## config.mk

```make
export PLATFORM = sky130hd
export DESIGN_NAME = pwm_clim_top
export DESIGN_NICKNAME = d
export VERILOG_FILES = /design/src/rtl/pwm_clim_pkg.sv /design/src/rtl/clim_event_det.sv /design/src/rtl/pwm_shadow.sv /design/src/rtl/pwm_timebase.sv /design/src/rtl/pwm_clim_top.sv
export SDC_FILE = /design/constraint.sdc
export NUM_CORES = 1
export LEC_CHECK = 0
export BUFFER_PORTS_ARGS = -buffer_cell sky130_fd_sc_hd__buf_2
export CORE_UTILIZATION = 50
export DETAILED_ROUTE_END_ITERATION = 10
export PLACE_DENSITY = 0.74
export SLEW_MARGIN = 15
export SYNTH_ARGS = -nofsm -noshare
export SYNTH_HDL_FRONTEND = slang
export SYNTH_SLANG_ARGS = --single-unit
```

## constraint.sdc

```tcl
create_clock -name clk_i -period 2.3 [get_ports clk_i]
set_input_delay 0.23 -clock clk_i [delete_from_list [all_inputs] [get_ports clk_i]]
set_output_delay 0.23 -clock clk_i [all_outputs]
set_load 0.02 [all_outputs]
```

## src/rtl/pwm_clim_pkg.sv

```systemverilog
package pwm_clim_pkg;
  typedef enum logic {
    CLIM_SRC_CMP = 1'b0,
    CLIM_SRC_EXT = 1'b1
  } clim_src_e;

  localparam int unsigned SYNC_STAGES_DEF = 2;
endpackage

```

## src/rtl/clim_event_det.sv

```systemverilog
module clim_event_det
  import pwm_clim_pkg::*;
#(
  parameter int unsigned SYNC_STAGES = SYNC_STAGES_DEF
) (
  input  logic clk_i,
  input  logic rst_ni,
  input  logic src_sel_i,
  input  logic cmp_i,
  input  logic ext_i,
  output logic event_o
);
  localparam int unsigned TOP = SYNC_STAGES - 1;

  logic                   src;
  logic [SYNC_STAGES-1:0] sync_q;
  logic                   prev_q;

  assign src = (clim_src_e'(src_sel_i) == CLIM_SRC_EXT) ? ext_i : cmp_i;

  for (genvar s = 0; s < SYNC_STAGES; s++) begin : g_sync
    if (s == 0) begin : g_first
      always_ff @(posedge clk_i or negedge rst_ni) begin
        if (!rst_ni) sync_q[0] <= 1'b0;
        else         sync_q[0] <= src;
      end
    end else begin : g_next
      always_ff @(posedge clk_i or negedge rst_ni) begin
        if (!rst_ni) sync_q[s] <= 1'b0;
        else         sync_q[s] <= sync_q[s-1];
      end
    end
  end

  always_ff @(posedge clk_i or negedge rst_ni) begin
    if (!rst_ni) prev_q <= 1'b0;
    else         prev_q <= sync_q[TOP];
  end

  assign event_o = sync_q[TOP] & ~prev_q;

  // each edge gives a single-clock event
  a_r8_single_pulse: assert property (@(posedge clk_i) disable iff (!rst_ni)
    event_o |=> !event_o);
endmodule

```

## src/rtl/pwm_shadow.sv

```systemverilog
module pwm_shadow #(
  parameter int unsigned W = 8
) (
  input  logic         clk_i,
  input  logic         rst_ni,
  input  logic         load_i,
  input  logic [W-1:0] period_i,
  input  logic [W-1:0] duty_i,
  output logic [W-1:0] act_period_o,
  output logic [W-1:0] act_duty_o
);
  always_ff @(posedge clk_i or negedge rst_ni) begin
    if (!rst_ni) begin
      act_period_o <= '0;
      act_duty_o   <= '0;
    end else if (load_i) begin
      act_period_o <= period_i;
      act_duty_o   <= duty_i;
    end
  end
endmodule

```

## src/rtl/pwm_timebase.sv

```systemverilog
module pwm_timebase #(
  parameter int unsigned W = 8
) (
  input  logic         clk_i,
  input  logic         rst_ni,
  input  logic [W-1:0] act_period_i,
  input  logic [W-1:0] act_duty_i,
  input  logic         restart_en_i,
  input  logic         event_i,
  output logic         load_o,
  output logic         pwm_h_o,
  output logic         cycle_start_o
);
  logic [W-1:0] cnt_q;
  logic [W:0]   cnt_inc;
  logic         first_q, cs_q;
  logic         last, on_phase, trunc;

  assign cnt_inc  = {1'b0, cnt_q} + 1'b1;
  assign last     = cnt_inc >= {1'b0, act_period_i};
  assign on_phase = cnt_q < act_duty_i;
  // events in the on phase are dropped, never held
  assign trunc    = event_i & restart_en_i & ~on_phase;
  assign load_o   = first_q | last | trunc;

  always_ff @(posedge clk_i or negedge rst_ni) begin
    if (!rst_ni) begin
      cnt_q   <= '0;
      first_q <= 1'b1;
      cs_q    <= 1'b0;
    end else begin
      first_q <= 1'b0;
      cs_q    <= load_o;
      cnt_q   <= load_o ? '0 : cnt_inc[W-1:0];
    end
  end

  assign pwm_h_o       = on_phase;
  assign cycle_start_o = cs_q;

  a_r2_cnt_range: assert property (@(posedge clk_i) disable iff (!rst_ni)
    (act_period_i != '0) |-> (cnt_q < act_period_i));

  a_r3_starts_high: assert property (@(posedge clk_i) disable iff (!rst_ni)
    (cycle_start_o && act_duty_i != '0) |-> pwm_h_o);

  a_r4_truncates: assert property (@(posedge clk_i) disable iff (!rst_ni)
    (event_i && restart_en_i && !pwm_h_o) |=> cycle_start_o);

  a_r5_on_time_kept: assert property (@(posedge clk_i) disable iff (!rst_ni)
    (pwm_h_o && !last && !first_q) |=> !cycle_start_o);

  a_r6_no_restart_off: assert property (@(posedge clk_i) disable iff (!rst_ni)
    (!restart_en_i && !last && !first_q) |=> !cycle_start_o);
endmodule

```

## src/rtl/pwm_clim_top.sv

```systemverilog
module pwm_clim_top
  import pwm_clim_pkg::*;
#(
  parameter int unsigned W           = 8,
  parameter int unsigned SYNC_STAGES = SYNC_STAGES_DEF
) (
  input  logic         clk_i,
  input  logic         rst_ni,
  input  logic [W-1:0] period_i,
  input  logic [W-1:0] duty_i,
  input  logic         restart_en_i,
  input  logic         clim_sel_i,
  input  logic         clim_cmp_i,
  input  logic         clim_ext_i,
  output logic         pwm_h_o,
  output logic         cycle_start_o
);
  logic         clim_event;
  logic         load;
  logic [W-1:0] act_period, act_duty;

  clim_event_det #(.SYNC_STAGES(SYNC_STAGES)) u_evt (
    .clk_i    (clk_i),
    .rst_ni   (rst_ni),
    .src_sel_i(clim_sel_i),
    .cmp_i    (clim_cmp_i),
    .ext_i    (clim_ext_i),
    .event_o  (clim_event)
  );

  pwm_shadow #(.W(W)) u_shadow (
    .clk_i       (clk_i),
    .rst_ni      (rst_ni),
    .load_i      (load),
    .period_i    (period_i),
    .duty_i      (duty_i),
    .act_period_o(act_period),
    .act_duty_o  (act_duty)
  );

  pwm_timebase #(.W(W)) u_tb (
    .clk_i        (clk_i),
    .rst_ni       (rst_ni),
    .act_period_i (act_period),
    .act_duty_i   (act_duty),
    .restart_en_i (restart_en_i),
    .event_i      (clim_event),
    .load_o       (load),
    .pwm_h_o      (pwm_h_o),
    .cycle_start_o(cycle_start_o)
  );

  // active values only move at a cycle boundary
  a_r9_shadow_hold: assert property (@(posedge clk_i) disable iff (!rst_ni)
    !cycle_start_o |-> ($stable(act_period) && $stable(act_duty)));

  always_comb begin
    if (!rst_ni) begin
      a_r1_reset_quiet: assert (!pwm_h_o && !cycle_start_o);
    end
  end
endmodule

```

==> impl_metrics.py, run 1 <==
metrics = {
    "status": {
        "status": "complete, but fails checks",
        "violations": "DRC, setup timing",
    },
    "timing": {
        "setup_viol": 25,
        "rsz0062_at_grt": "true",
        "slew_headroom_pct": 57.4,
        "clock_skew_ps": 14.7,
        "max_freq_ghz": 0.405,
        "finalCritPeriodShare_pct": 107,
        "whs_ps": 123,
        "layout_setup_ws_ps": -170,
        "period_needed_ps": 2470,
        "final-hold-violation-count": 0,
        "maxSlewViolCount": 0,
        "setup_tns_ps": -2580,
        "worst_pin_slew_ps": 640,
    },
    "pwr": {
        "p_seq_share_pct": 50.6,
        "powerDensity_nw_per_um2": 559,
        "p_int_uw": 841,
        "swShare_pct": 26.4,
        "peakVddDrop_mv": 0.366,
        "p_leak_uw": 0.00107,
        "switchingPower_uw": 302,
        "power_frac_clock_pct": 27.1,
        "combinationalPowerShare_pct": 22.3,
    },
    "routing": {
        "drc": 3,
        "viasPerCell": 5.19,
        "drtIter0Drc": 18,
        "wl_per_cell_um": 15.3,
        "antenna_left": 0,
        "totalWireLength_mm": 3.13,
        "route.top_layer_used": "met4",
        "wl_met2_mm": 1.60,
        "via_count": 1059,
        "first_pass_iters": 9,
        "met1_length_mm": 1.29,
        "wl_met3_um": 163,
    },
    "logic_synthesis": {
        "syn_area_per_cell_um2": 12.2,
        "synth_edf_count": 0,
        "netlist_instances": 127,
        "ys_seq_area_share_pct": 46.8,
        "synth_top_area_share_pct": 45.1,
        "ys_top_cells_by_count": "dfrtp_1 (28), inv_1 (18), ha_1 (16)",
        "ys_seq_elements": 29,
        "ys_top_cells_by_area": "dfrtp_1 (45%), ha_1 (13%), mux2_4 (11%), inv_1 (4.4%), mux2_2 (4.4%)",
        "synth.distinct_cells": 27,
        "synth-async-reset-ratio_pct": 100,
        "syn-cell-area_um2": 1550,
        "synth_warnings": 0,
        "synth_most_common_cell": "dfrtp_1",
        "yosysTopAreaCell": "dfrtp_1",
        "synthFlopType": "dfrtp_1",
        "postSynthNetCount": 165,
    },
    "clock_tree": {
        "clock_sinks": 29,
        "clockBufferDepth": 2,
        "worstSkewPairLatency_ps": 330,
        "cts_buffers": 5,
        "tritoncts": "built",
        "clkTransAtPathRegs_ps": 90,
        "ctsHtreeMaxLevel": 2,
        "root_buffer": "clkbuf_4",
    },
    "setup_path": {
        "cp-start-kind": "register",
        "crit_fanout": 7,
        "crit_type": "reg2reg",
        "critPathRequiredTime_ps": 2510,
        "arrival_ps": 2680,
        "setup.worst_path.end_class": "register",
    },
    "min_path": {
        "min_path_type": "in2reg",
    },
    "floorplanning": {
        "core_um2": 2850,
        "die_x_um": 57.7,
        "fp.dieH_um": 57.7,
        "ios": 24,
        "dieArea_um2": 3330,
        "start_util_pct": 54.4,
        "placementRows": 19,
    },
    "placed_design": {
        "gp_congestion": 0.764,
        "dp_cells": 192,
        "dp_slack_ps": -189,
        "dp_hpwl_mm": 1.97,
        "io_buffer_count": 23,
    },
    "global_routing": {
        "grt_pass1_vias": 1062,
        "antenna_found_initial": 0,
        "grt_pass1_wl_mm": 4.58,
        "grt_usage_pct": 18.9,
        "grt_max_degree": 30,
        "gr-total-overflow": 0,
    },
    "run": {
        "max_cap_viol_count": 0,
    },
    "layout": {
        "antenna_cells": 0,
        "drive_gt1_share_pct": 49.1,
        "area_growth_pct": 31.6,
        "nFillCells": 196,
        "stdcell_count": 204,
        "nNetsFinal": 211,
    },
}
==> sequential cells by signal, indices dropped and copies added, names as in the netlist <==
name and cells:
u_tb.first_q 1, u_tb.cycle_start_o 1, u_evt.sync_q 2, u_tb.cnt_q 8, u_evt.prev_q 1, u_shadow.act_duty_o 8, u_shadow.act_period_o 8
==> cells by family after synthesis <==
logic type      synth area share (%)
simple gates                    8.06
fa+ha+maj                       12.9
flops                           46.8
buf+inv                         5.80
mux                             15.0
compound gates                  7.82
xor+xnor                        3.38
other cells                    0.242
==> area by class of cell <==
cell class	instances	area, um^2	area share [%]
repair buffers	41	293	14.3
flip-flops and latches	29	729	35.7
inverters	18	67.6	3.31
multi-input cells	78	860	42.1
clock buffers	7	55.1	2.69
well taps	31	38.8	1.90
==> per-layer routing <==
metal	GRT usage [%]	up-vias
met5	0	-
met2	32.9	29
met4	8.16	0
met3	6.25	10
li1	-	517
met1	21.1	503
==> power groups by stage <==
stage | clock [uW] | combinational [uW] | sequential, uW
finish | 310 | 255 | 578
global route | 345 | 277 | 583
CTS | 322 | 222 | 577
detailed placement | 0 | 206 | 587
global placement | 0 | 197 | 584
floorplan | 0 | 137 | 583
==> worst paths after layout <==
path                                      start                       end  slack [ps]  cells past startpoint
worst max-delay path              u_tb.cnt_q[1]  u_shadow.act_period_o[4]        -170                     10
worst min-delay path                  duty_i[4]    u_shadow.act_duty_o[4]         120                      2
worst max register to register    u_tb.cnt_q[1]  u_shadow.act_period_o[4]        -170                     10
worst min register to register  u_evt.sync_q[0]           u_evt.sync_q[1]         380                      0
max in group asynchronous                rst_ni             u_tb.cnt_q[2]        1390                      2
min in group asynchronous                rst_ni    u_shadow.act_duty_o[4]         440                      2
==> repair_timing <==
item / 4_1_cts / 5_1_grt
hold buffers: 1 / 0
hold endpoints to repair: 28 / 0
buffers inserted: 2 / 1
pin swaps: 3 / 13
cloned: 0 / 1
endpoints found under the setup margin: 19 / 24
gates resized for setup: 10 / 16
==> worst max-delay path: stages, from the launching register on <==
cell	delay, ps
dfrtp_1	390
buf_4	140
nand4_1	150
nor2_2	60
xor2_1	180
ha_1	310
nand3_2	100
or3_4	350
o311ai_4	120
buf_6	210
mux2_2	330
==> cells in the final DEF, fill, tap and decap left out, drive strengths merged, types with 2 or more instances in the layout <==
cell / Yosys / layout
a21oi: 3 / 3
buf: 2 / 39
clkbuf: 0 / 8
dfrtp: 28 / 28
ha: 16 / 16
inv: 18 / 18
mux2: 17 / 17
nand2: 3 / 3
nand2b: 2 / 2
nand3: 5 / 5
nor2: 7 / 7
nor2b: 6 / 6
o21ai: 2 / 2
xnor2: 2 / 2
xor2: 4 / 4
==> through the flow <==
| stage | total power [uW] | util (%) | area [um^2] |
|---|---|---|---|
| finish | 1140 | 71.6 | 2040 |
| global route | 1200 | 71.6 | 2040 |
| CTS | 1120 | 67.6 | 1930 |
| detailed placement | 793 | 63.5 | 1810 |
| global placement | 781 | 63.5 | 1810 |
| floorplan | 719 | - | 1570 |
No activity file was read; power rests on OpenSTA's default activity.
==> run 2, diff against run 1 <==
--- a/config.mk
+++ b/config.mk
@@ -8,6 +8,7 @@
 export BUFFER_PORTS_ARGS = -buffer_cell sky130_fd_sc_hd__buf_2
 export CORE_UTILIZATION = 50
 export DETAILED_ROUTE_END_ITERATION = 10
+export MAX_ROUTING_LAYER = met4
 export PLACE_DENSITY = 0.74
 export SLEW_MARGIN = 15
 export SYNTH_ARGS = -nofsm -noshare
==> impl_metrics.py, run 2 (synthesized netlist as in run 1, its figures left out) <==
metrics = {
    "clock_tree": {
        "clockBufferDepth": 2,
        "tritoncts": "built",
        "clock_sinks": 29,
        "cts_buffers": 5,
        "worstSkewPairLatency_ps": 330,
        "root_buffer": "clkbuf_4",
        "clkTransAtPathRegs_ps": 90,
        "ctsHtreeMaxLevel": 2,
    },
    "layout": {
        "antenna_cells": 0,
        "layout_common_cells": "dfrtp_1 (26), buf_2 (22), inv_1 (18)",
        "fin_util_pct": 71.6,
        "multiInputGateArea_um2": 860,
        "ff_latch_area_um2": 729,
        "area_growth_pct": 31.6,
        "drive_gt1_share_pct": 49.1,
        "stdcell_count": 204,
        "layout_commonest_cell": "dfrtp_1",
        "nFillCells": 196,
        "nNetsFinal": 211,
        "reg.largest.list": "u_shadow.act_duty_o x8, u_shadow.act_period_o x8, u_tb.cnt_q x8",
    },
    "floorplanning": {
        "placementRows": 19,
        "ios": 24,
        "core_um2": 2850,
        "dieArea_um2": 3330,
        "fp.dieH_um": 57.7,
        "start_util_pct": 54.4,
        "die_x_um": 57.7,
    },
    "pwr": {
        "swShare_pct": 26.4,
        "p_int_uw": 841,
        "powerDensity_nw_per_um2": 559,
        "switchingPower_uw": 301,
        "peakVddDrop_mv": 0.366,
        "power_frac_clock_pct": 27.1,
        "p_leak_uw": 0.00107,
        "combinationalPowerShare_pct": 22.3,
        "p_seq_share_pct": 50.6,
    },
    "min_path": {
        "holdPathEnd": "u_shadow.act_duty_o[4]",
        "min_path_type": "in2reg",
        "hold_depth": 2,
        "worstHoldStart": "duty_i[4]",
    },
    "setup_path": {
        "crit_type": "reg2reg",
        "critPathRequiredTime_ps": 2510,
        "timing.rr.start": "u_tb.cnt_q[1]",
        "cp_cell_sequence": "buf_4 -> nand4_1 -> nor2_2 -> xor2_1 -> ha_1 -> nand3_2 -> or3_4 -> o311ai_4 -> buf_6 -> mux2_2",
        "rrSetupSlack_ps": -170,
        "timing.rr.end": "u_shadow.act_period_o[4]",
        "crit_family": "simple AND/OR/NAND/NOR gates",
        "r2r_cells": 10,
        "path_buf_inv": 2,
        "critPathSlowestCell": "dfrtp_1",
        "crit_fanout": 7,
        "cp-start-kind": "register",
        "setup.worst_path.end_class": "register",
        "cpPeakStageDelay_ps": 390,
        "arrival_ps": 2680,
    },
    "global_routing": {
        "grt_pass1_vias": 1062,
        "grt_max_degree": 30,
        "grt_pass1_wl_mm": 4.58,
        "gr-total-overflow": 0,
        "grt_usage_pct": 19.4,
        "antenna_found_initial": 0,
    },
    "routing": {
        "viasPerCell": 5.19,
        "drc": 3,
        "first_pass_iters": 9,
        "totalWireLength_mm": 3.13,
        "drtIter0Drc": 18,
        "via_count": 1059,
        "wl_per_cell_um": 15.3,
        "antenna_left": 0,
    },
    "timing": {
        "setup_viol": 25,
        "period_needed_ps": 2470,
        "slew_headroom_pct": 57.4,
        "finalCritPeriodShare_pct": 107,
        "clock_skew_ps": 14.7,
        "max_freq_ghz": 0.405,
        "maxSlewViolCount": 0,
        "worst_pin_slew_ps": 640,
        "layout_setup_ws_ps": -170,
        "rsz0062_at_grt": "true",
        "final-hold-violation-count": 0,
        "setup_tns_ps": -2570,
    },
    "placed_design": {
        "gp_congestion": 0.774,
        "dp_hpwl_mm": 1.97,
        "dp_cells": 192,
        "io_buffer_count": 23,
    },
    "run": {
        "max_cap_viol_count": 0,
    },
    "status": {
        "status": "complete, but fails checks",
        "violations": "DRC, setup timing",
    },
}
[run 2: worst max-delay path by stage]
stage,startpoint,endpoint,slack (ps),depth (start not counted)
2_1_floorplan,u_tb.cnt_q[0],u_shadow.act_duty_o[0],-90,11
3_3_place_gp,u_tb.cnt_q[1],u_shadow.act_period_o[4],-150,10
3_5_place_dp,u_tb.cnt_q[1],u_shadow.act_period_o[4],-190,10
4_1_cts,u_tb.cnt_q[1],u_shadow.act_period_o[5],-120,11
5_1_grt,u_tb.cnt_q[0],u_shadow.act_duty_o[2],-240,11
6_report,u_tb.cnt_q[1],u_shadow.act_period_o[4],-170,10
[run 2: power groups by stage]
stage | logic (uW) | clock network, uW | registers (uW)
2_1_floorplan | 137 | 0 | 583
3_3_place_gp | 197 | 0 | 584
3_5_place_dp | 206 | 0 | 587
4_1_cts | 222 | 322 | 577
5_1_grt | 277 | 345 | 583
6_report | 255 | 309 | 578
[run 2: stage by stage]
step | total power, uW | hold slack [ps] | instance area, um^2 | setup slack [ps]
2_1_floorplan | 719 | -65.6 | 1570 | -90.2
4_1_cts | 1120 | 112 | 1930 | -118
3_3_place_gp | 781 | 279 | 1810 | -148
6_report | 1140 | 124 | 2040 | -170
3_5_place_dp | 793 | 288 | 1810 | -189
5_1_grt | 1200 | 107 | 2040 | -245
[run 2: metal layers]
| metal | routed length (um) | global-route usage, % | up-vias |
|---|---|---|---|
| met1 | 1290 | 21.1 | 503 |
| li1 | - | - | 517 |
| met2 | 1600 | 32.9 | 29 |
| met3 | 161 | 6.25 | 10 |
| met4 | 78 | 8.16 | 0 |
| met5 | 0 | - | - |
[run 2: final cells by class]
type	count	area share, %
clock buffers	7	2.69
inverters	18	3.31
multi-input cells	78	42.1
flip-flops and latches	29	35.7
well taps	31	1.90
repair buffers	41	14.3
[run 2: what timing repair did]
action | in CTS | in global routing
setup buffers | 2 | 1
endpoints found under the hold margin | 28 | 0
pin swaps | 3 | 13
gates cloned | 0 | 1
resized for setup | 10 | 16
hold buffers | 1 | 0
setup endpoints to repair | 19 | 24
[run 2: worst reg2reg max path, delay by kind of cell (launching register included)]
kind,cells,cell delay [ps]
buffers and inverters,2,350
and+or+nand+nor,4,660
DFF,1,390
adders and majority gates,1,310
AOI/OAI and AO/OA,1,120
xor gates and xnor gates,1,180
muxes,1,330
